**src/rtl/tsu_pkg.sv**
```systemverilog
package tsu_pkg;
  typedef enum logic [1:0] {
    GRAN_100US = 2'd0,
    GRAN_1MS   = 2'd1,
    GRAN_10MS  = 2'd2,
    GRAN_RSVD  = 2'd3
  } gran_e;

  localparam int ADDR_DIV   = 0;
  localparam int ADDR_GRAN  = 1;
  localparam int ADDR_STAMP = 2;

  localparam int DIV_EN_BIT   = 31;
  localparam int TAG_SH_LSB   = 0;
  localparam int NAT_SH_LSB   = 8;
  localparam int DPL_SH_LSB   = 16;
  localparam int DPL_SEL_BIT  = 24;
endpackage

```
**src/rtl/tsu_cfg.sv**
```systemverilog
module tsu_cfg #(
  parameter int ADDR_W  = 2,
  parameter int DATA_W  = 32,
  parameter int DIV_W   = 8,
  parameter int SH_W    = 6,
  parameter int NUM_GEN = 4,
  parameter int DIV_RST = 191,
  parameter int TAG_RST = 14,
  parameter int NAT_RST = 24,
  parameter int DPL_RST = 14
) (
  input  logic                   clk,
  input  logic                   rst,
  input  logic                   wr_en,
  input  logic [ADDR_W-1:0]      wr_addr,
  input  logic [DATA_W-1:0]      wr_data,
  output logic [DIV_W-1:0]       div_val,
  output logic                   div_en,
  output logic [2*NUM_GEN-1:0]   gran_code,
  output logic [SH_W-1:0]        tag_sh,
  output logic [SH_W-1:0]        nat_sh,
  output logic [SH_W-1:0]        dpl_sh,
  output logic                   dpl_sel
);
  import tsu_pkg::*;

  function automatic logic [2*NUM_GEN-1:0] gran_defaults();
    logic [2*NUM_GEN-1:0] v;
    v = '0;
    for (int g = 0; g < NUM_GEN; g++) begin
      if (g == 0)      v[2*g +: 2] = GRAN_100US;
      else if (g == 1) v[2*g +: 2] = GRAN_1MS;
      else             v[2*g +: 2] = GRAN_10MS;
    end
    return v;
  endfunction

  localparam logic [2*NUM_GEN-1:0] GRAN_RST = gran_defaults();

  logic unused_wr;
  assign unused_wr = ^wr_data;

  always_ff @(posedge clk) begin
    if (rst) begin
      div_val   <= DIV_W'(DIV_RST);
      div_en    <= 1'b0;
      gran_code <= GRAN_RST;
      tag_sh    <= SH_W'(TAG_RST);
      nat_sh    <= SH_W'(NAT_RST);
      dpl_sh    <= SH_W'(DPL_RST);
      dpl_sel   <= 1'b0;
    end else if (wr_en) begin
      case (wr_addr)
        ADDR_W'(ADDR_DIV): begin
          // value may only be replaced while the divider is stopped
          if (!div_en) div_val <= wr_data[DIV_W-1:0];
          div_en <= wr_data[DIV_EN_BIT];
        end
        ADDR_W'(ADDR_GRAN): gran_code <= wr_data[2*NUM_GEN-1:0];
        ADDR_W'(ADDR_STAMP): begin
          tag_sh  <= wr_data[TAG_SH_LSB +: SH_W];
          nat_sh  <= wr_data[NAT_SH_LSB +: SH_W];
          dpl_sh  <= wr_data[DPL_SH_LSB +: SH_W];
          dpl_sel <= wr_data[DPL_SEL_BIT];
        end
        default: ;
      endcase
    end
  end
endmodule

```
**src/rtl/tsu_stamp.sv**
```systemverilog
module tsu_stamp #(
  parameter int TS_W  = 56,
  parameter int OUT_W = 32,
  parameter int SH_W  = 6
) (
  input  logic              clk,
  input  logic              rst,
  input  logic [SH_W-1:0]   tag_sh,
  input  logic [SH_W-1:0]   nat_sh,
  input  logic [SH_W-1:0]   dpl_sh,
  input  logic              dpl_sel,
  input  logic [OUT_W-1:0]  legacy_ts,
  output logic [TS_W-1:0]   ts,
  output logic [OUT_W-1:0]  tag_ts,
  output logic [OUT_W-1:0]  nat_ts,
  output logic [OUT_W-1:0]  dpl_ts
);
  always_ff @(posedge clk) begin
    if (rst) ts <= '0;
    else     ts <= ts + 1'b1;
  end

  function automatic logic [OUT_W-1:0] slice(input logic [TS_W-1:0] c,
                                             input logic [SH_W-1:0] s);
    return OUT_W'(c >> s);
  endfunction

  logic [OUT_W-1:0] dpl_slice;

  always_comb begin
    tag_ts    = slice(ts, tag_sh);
    nat_ts    = slice(ts, nat_sh);
    dpl_slice = slice(ts, dpl_sh);
    dpl_ts    = dpl_sel ? dpl_slice : legacy_ts;
  end
endmodule

```
**src/rtl/tsu_divider.sv**
```systemverilog
module tsu_divider #(
  parameter int DIV_W = 8
) (
  input  logic             clk,
  input  logic             rst,
  input  logic             en,
  input  logic [DIV_W-1:0] div_val,
  output logic             base_pulse
);
  logic [DIV_W-1:0] cnt;

  assign base_pulse = en && (cnt == div_val);

  always_ff @(posedge clk) begin
    if (rst || !en || base_pulse) cnt <= '0;
    else                          cnt <= cnt + 1'b1;
  end
endmodule

```
**src/rtl/tsu_pulse_gen.sv**
```systemverilog
module tsu_pulse_gen #(
  parameter int LIM0 = 10,
  parameter int LIM1 = 100,
  parameter int LIM2 = 1000,
  parameter int PC_W = $clog2(LIM2 + 1)
) (
  input  logic       clk,
  input  logic       rst,
  input  logic       en,
  input  logic       base,
  input  logic [1:0] code,
  output logic       tick
);
  import tsu_pkg::*;

  gran_e            cur;
  logic [PC_W-1:0]  pcnt;
  logic [PC_W-1:0]  last;
  logic             wrap;

  always_comb begin
    case (cur)
      GRAN_100US: last = PC_W'(LIM0 - 1);
      GRAN_1MS:   last = PC_W'(LIM1 - 1);
      default:    last = PC_W'(LIM2 - 1);
    endcase
  end

  assign wrap = base && (pcnt == last);

  always_ff @(posedge clk) begin
    if (rst) begin
      pcnt <= '0;
      cur  <= gran_e'(code);
      tick <= 1'b0;
    end else begin
      tick <= en && wrap;
      if (!en) begin
        pcnt <= '0;
        cur  <= gran_e'(code);
      end else if (wrap) begin
        pcnt <= '0;
        cur  <= gran_e'(code);
      end else if (base) begin
        pcnt <= pcnt + 1'b1;
      end
    end
  end
endmodule

```
**src/rtl/tsu_timer_unit.sv**
```systemverilog
module tsu_timer_unit #(
  parameter int TS_W    = 56,
  parameter int OUT_W   = 32,
  parameter int ADDR_W  = 2,
  parameter int DIV_W   = 8,
  parameter int NUM_GEN = 4,
  parameter int GRAN_L0 = 10,
  parameter int GRAN_L1 = 100,
  parameter int GRAN_L2 = 1000
) (
  input  logic               clk,
  input  logic               rst,
  input  logic               wr_en,
  input  logic [ADDR_W-1:0]  wr_addr,
  input  logic [31:0]        wr_data,
  input  logic [OUT_W-1:0]   legacy_ts,
  output logic [OUT_W-1:0]   tag_ts,
  output logic [OUT_W-1:0]   nat_ts,
  output logic [OUT_W-1:0]   dpl_ts,
  output logic [NUM_GEN-1:0] tick
);
  localparam int SH_W = 6;
  localparam int PC_W = $clog2(GRAN_L2 + 1);

  logic [DIV_W-1:0]     div_val;
  logic                 div_en;
  logic [2*NUM_GEN-1:0] gran_code;
  logic [SH_W-1:0]      tag_sh, nat_sh, dpl_sh;
  logic                 dpl_sel;
  logic [TS_W-1:0]      ts_cnt;
  logic                 base_pulse;

  tsu_cfg #(
    .ADDR_W(ADDR_W), .DATA_W(32), .DIV_W(DIV_W), .SH_W(SH_W), .NUM_GEN(NUM_GEN)
  ) u_cfg (
    .clk(clk), .rst(rst), .wr_en(wr_en), .wr_addr(wr_addr), .wr_data(wr_data),
    .div_val(div_val), .div_en(div_en), .gran_code(gran_code),
    .tag_sh(tag_sh), .nat_sh(nat_sh), .dpl_sh(dpl_sh), .dpl_sel(dpl_sel)
  );

  tsu_stamp #(.TS_W(TS_W), .OUT_W(OUT_W), .SH_W(SH_W)) u_stamp (
    .clk(clk), .rst(rst), .tag_sh(tag_sh), .nat_sh(nat_sh), .dpl_sh(dpl_sh),
    .dpl_sel(dpl_sel), .legacy_ts(legacy_ts), .ts(ts_cnt),
    .tag_ts(tag_ts), .nat_ts(nat_ts), .dpl_ts(dpl_ts)
  );

  tsu_divider #(.DIV_W(DIV_W)) u_div (
    .clk(clk), .rst(rst), .en(div_en), .div_val(div_val), .base_pulse(base_pulse)
  );

  for (genvar g = 0; g < NUM_GEN; g++) begin : g_pgen
    tsu_pulse_gen #(
      .LIM0(GRAN_L0), .LIM1(GRAN_L1), .LIM2(GRAN_L2), .PC_W(PC_W)
    ) u_pg (
      .clk(clk), .rst(rst), .en(div_en), .base(base_pulse),
      .code(gran_code[2*g +: 2]), .tick(tick[g])
    );
  end
endmodule

```
**config.mk**
```make
export PLATFORM = sky130hd
export DESIGN_NAME = tsu_timer_unit
export DESIGN_NICKNAME = d
export VERILOG_FILES = /design/src/rtl/tsu_pkg.sv /design/src/rtl/tsu_cfg.sv /design/src/rtl/tsu_stamp.sv /design/src/rtl/tsu_divider.sv /design/src/rtl/tsu_pulse_gen.sv /design/src/rtl/tsu_timer_unit.sv
export SDC_FILE = /design/constraint.sdc
export NUM_CORES = 1
export LEC_CHECK = 0
export BUFFER_PORTS_ARGS = -buffer_cell sky130_fd_sc_hd__buf_2
export CORE_MARGIN = 2
export CORE_UTILIZATION = 55
export CTS_CLUSTER_DIAMETER = 200
export CTS_CLUSTER_SIZE = 14
export DETAILED_ROUTE_END_ITERATION = 10
export PLACE_DENSITY_LB_ADDON = 0.1
export SYNTH_ARGS = -nofsm -noshare
export SYNTH_HDL_FRONTEND = slang
export SYNTH_SLANG_ARGS = --single-unit
```
**constraint.sdc**
```tcl
create_clock -name clk -period 4.97 [get_ports clk]
set_input_delay 0.994 -clock clk [delete_from_list [all_inputs] [get_ports clk]]
set_output_delay 0.994 -clock clk [all_outputs]
set_load 0.01 [all_outputs]
```
[After elaboration in Yosys (flattened, before gate mapping)]
Index checks and enable logic that the tools add are counted.
W data, S select, Z words.
Word-level totals
  register bits after elaboration: 152
  bits of input ports: 69
  output and inout bits: 100
Operators by class
  add/sub/neg operators: 6
  eq/ne operators: 15
  shifts and indexed selects: 3
  mux-type cells: 17
  bitwise logic cells: 1
  reductions and logical operators: 25
Operator list (count)
  $shr A56 B6 Y32: 3
  $pmux W10 S2: 4
  $add A56 B1 Y56 const B: 1
  $add A10 B1 Y10 const B: 4
  $eq A10 B10 Y1: 4
  $mux W32: 1
  $mux W2: 12
  $ne A3 B2 Y1 const B: 4
  $reduce_or A3 Y1: 4
  $eq A2 B1 Y1 const B: 5
  $logic_not A2 Y1: 5
  $logic_and A1 B1 Y1: 9
  $add A8 B1 Y8 const B: 1
  $eq A8 B8 Y1: 1
  $reduce_and A2 Y1: 3
  $reduce_and A3 Y1: 1
  $eq A2 B2 Y1 const B: 1
  $logic_or A1 B1 Y1: 2
  $logic_not A1 Y1: 1
  $not A1 Y1: 1

[Logic depth before layout (Yosys ltp)]
  word-level depth: 7
  gate-level depth with buffers: 9

[By module]
Synthesis repeated with hierarchy kept, for this count alone.
Second synthesis, totals
  cells, all modules: 1953
  area, all modules: 17352.9 um2
Modules (own cells, without submodules)
  tsu_stamp: instances 1, cells each 1498, area an instance 12979.9 um2, sequential area each 1121.1 um2
  tsu_pulse_gen: instances 4, cells each 64, area an instance 595.6 um2, sequential area each 280.3 um2
  tsu_cfg: instances 1, cells each 151, area an instance 1516.5 um2, sequential area each 720.7 um2
  tsu_divider: instances 1, cells each 48, area an instance 474.2 um2, sequential area each 160.2 um2

[Worst setup path before layout]
Ideal clock, no wire load.
  path kind: register to output
  start point: register u_cfg.tag_sh[0]
  end point: output port tag_ts[10]
  arrival time: 2.092 ns
  data required time: 3.976 ns
  path slack: 1.884 ns
  stages on the path, launching flop included: 8
  buffers on the path: 3
  cells stage by stage: dfxtp_1 buf_2 buf_4 buf_4 mux4_2 mux4_2 a22oi_1 o21ai_1
Between the ends
  longest elaborated chain between the ends: 1
Ends and longest elaborated chain
  start, declared: line tsu_cfg.sv:20  | output logic [SH_W-1:0] tag_sh,
  start signal, assigned: line tsu_cfg.sv:48  | tag_sh <= SH_W'(TAG_RST);
  start signal, assigned: line tsu_cfg.sv:61  | tag_sh <= wr_data[TAG_SH_LSB +: SH_W];
  $shr A56 B6 Y32: line tsu_stamp.sv:25  | return OUT_W'(c >> s);
  end, declared: line tsu_timer_unit.sv:17  | output logic [OUT_W-1:0] tag_ts,
No other way between the ends.

[Worst setup path in the final report]
  start point: register u_cfg.tag_sh[1]
  end point: output port tag_ts[10]
The elaborated chain is that of the path after synthesis.

==> metrics.md <==
| Metric | Value |
|---|---|
| Slew HR | 37.7% |
| Gr usage total | 33.0% |
| H-tree Lvls | 4 |
| Cell Int Power | 2.14 mW |
| Global route total overflow | 0 |
| Residual DRC count | 0 |
| Routed WL | 54.9 mm |
| Area of the core | 0.0307 mm² |
| Die W | 181 µm |
| Ant. Diodes | 0 |
| Sw frac | 28.8% |
| Number of synthesized flops with an enable pin | 8 |
| Power, Total | 3.00 mW |
| Worst path required time | 3.98 ns |
| Placed inst area | 0.0179 mm² |
| Critical path peak fanout | 32 |
| DRT iter0 DRCs | 1971 |
| Setup ws final | 0.743 ns |
| Max frequency | 0.237 GHz |
| FP Rows | 64 |
| First-pass GRT wire length | 86.4 mm |
| Final Setup Violations | 0 |
| Sequential fraction of the synthesis area | 18.1% |
| Via density | 7.17 |
| Port Buffers | 158 |
| Max VDD drop | 0.000260 V |
| Hold Vio Cnt, Final | 0 |
| Power share of the combinational group | 13.9% |
| #FFs+latches synth | 152 |
| Die area | 0.0328 mm² |
| Router iterations before antenna repair | 5 |
| # clock sinks | 152 |
| Maximum number of pins on one net before global-route repair | 70 |
| Worst Path Class, Setup | register to output pin |
| Maxcap violations | 0 |
| CP Data Arrival Time | 3.23 ns |
| Routability cong. | 0.928 |
| Syn-to-layout area delta | 6.81% |
| Top Ports | 169 |
| Initial Util | 56.1% |
| Bufs on Longest Clock Path | 2 |
| Crit share post-route | 85.1% |
| Async S/R FF share, synth | 0% |
| Netlist cell types | 71 |
| Worst hold margin | 0.440 ns |
| Status | completed |
| Hold Buf Count CTS | 0 |
| Cell count after placement | 2244 |
| Via count | 16300 |
| Worst Hold Class | register to register |
| Post-Synthesis Cells | 1864 |
| CP endpoint kind | output pin |
| Fillers | 2723 |
| Design Area, Final | 0.0184 mm² |
| PD cells | 163 mW/mm² |
| Psw | 0.866 mW |
| Nets | 1942 |
| CTS clk-pin slew, worst paths | 0.08 ns |
| Final clock skew | 0.0174 ns |
| Clock power frac | 42.9% |
| Dpl hpwl | 38.1 mm |
| Final Core Density | 60.0% |
| Vias in the first global route | 15000 |
| Post-synth net total | 1939 |
| Worst skew pair latency | 0.44 ns |
| Slew at the pin closest to its max-slew limit | 0.934 ns |
| DR WL/cell | 24.1 µm |
| Cts bufs inserted | 17 |
| Ratio of cells with drive above 1 in the final layout | 29.4% |
| CP startpoint kind | register |
| Final min period | 4.23 ns |
| Antenna violations before repair | 0 |
| Setup bufs post-CTS | 0 |
| Commonest register cell after synthesis | dfxtp_1 |
| Yosys warnings | 0 |
| Post-Place Worst Slack | 1.20 ns |
| Avg Cell Area, Syn | 9.26 µm² |
| Non-Filler Instances | 2276 |
| Leak | 6.28 nW |
| Syn Std Cell Area | 0.0173 mm² |
| Seq pwr share | 43.2% |
| RSZ-0062 raised after global routing | false |
| Root buf cell | clkbuf_16 |
| Post-CTS resize count | 0 |
| Die span in y | 181 µm |
| Fin. max-slew vios | 0 |
| TritonCTS clock tree | yes |
| Final TNS setup | 0 ns |
| Final ANT Viol Nets | 0 |
-- critical path, cell delays in order, from the launching register on --
cell and delay [ns]:
dfxtp_2 0.86, buf_4 0.37, mux4_2 0.57, mux4_2 0.50, a22oi_1 0.22, o21ai_1 0.12, buf_2 0.15
-- per-layer routing --
metal	global-route usage, %	vias up	routed length, µm	share of wire (%)
met4	11.8	0	1870	3.4
met5	0	-	0	0
met1	47.9	7865	23000	42
met2	50.4	1111	24400	44
met3	4.70	140	5700	10
li1	-	7212	-	-
-- Yosys cell counts (32+ instances only) --
| cell | count | share of area (%) |
|---|---|---|
| buf_2 | 35 | 1.0 |
| mux2_2 | 96 | 6.3 |
| nand2_1 | 173 | 3.8 |
| nand4_1 | 34 | 1.2 |
| nand3_1 | 38 | 1.1 |
| inv_1 | 47 | 1.0 |
| o21ai_0 | 50 | 1.4 |
| a21oi_1 | 117 | 3.4 |
| mux2i_1 | 140 | 8.1 |
| mux4_2 | 197 | 26 |
| dfxtp_1 | 144 | 17 |
| clkbuf_1 | 121 | 2.6 |
| o211ai_1 | 32 | 1.4 |
| nor2_1 | 129 | 2.8 |
-- layout make-up --
class / instances / area, µm² / area share (%)
clock buffer: 18 / 429 / 2.33
tap: 396 / 495 / 2.69
multi-input combinational: 1452 / 12900 / 70.2
timing repair buffer: 192 / 1100 / 5.96
clock inverter: 14 / 140 / 0.760
sequential: 152 / 3140 / 17.0
inverter: 52 / 195 / 1.06
-- cells in the final DEF (no fill, tap or decap), types with 32 or more instances in the layout --
cell      netlist  routed
o211ai_1       32      32
dfxtp_1       144     136
nand3_1        38      38
nor2_1        129     128
mux2i_1       140     140
inv_1          47      47
buf_2          35     157
a21oi_1       117     117
o21ai_0        50      50
nand4_1        34      34
mux2_2         96      96
nand2_1       173     173
mux4_2        197     197
-- sequential cells by signal, summed over array words and instances, names as in the netlist --
register and count:
u_stamp.ts 56, g_pgen.u_pg.pcnt 40, g_pgen.u_pg.cur 8, u_cfg.div_val 8, u_cfg.gran_code 8, u_div.cnt 8, u_cfg.dpl_sh 6, u_cfg.nat_sh 6
u_cfg.tag_sh 6, g_pgen.u_pg.tick 4, u_cfg.div_en 1, u_cfg.dpl_sel 1
-- cell families (layout without fill, tap and decap cells) --
logic type,after synthesis,after routing,share of synthesized area (%)
mux,435,435,40.2
xor+xnor,47,47,2.39
compound gates,385,385,14.8
fa+ha+maj,6,6,0.435
flops,152,152,18.1
simple gates,579,579,17.1
buf+inv,260,276,6.95
-- path summary, 6_finish.rpt --
path	start	to	slack, ns	depth (start not counted)
min reg2reg	u_cfg.gran_code[6]	g_pgen[3].u_pg.cur[0]	0.44	0
min	u_cfg.gran_code[6]	g_pgen[3].u_pg.cur[0]	0.44	0
max	u_cfg.tag_sh[1]	tag_ts[10]	0.74	6
max reg2reg	u_stamp.ts[27]	u_stamp.ts[49]	1.73	5
-- power by group through the flow --
stage	combinational, mW	sequential, mW	clock, mW
floorplan	0.338	1.28	0
global placement	0.410	1.32	0
global route	0.448	1.30	1.35
detailed placement	0.413	1.32	0
finish	0.418	1.30	1.29
CTS	0.414	1.30	1.30
No activity file was read; power rests on OpenSTA's default activity.
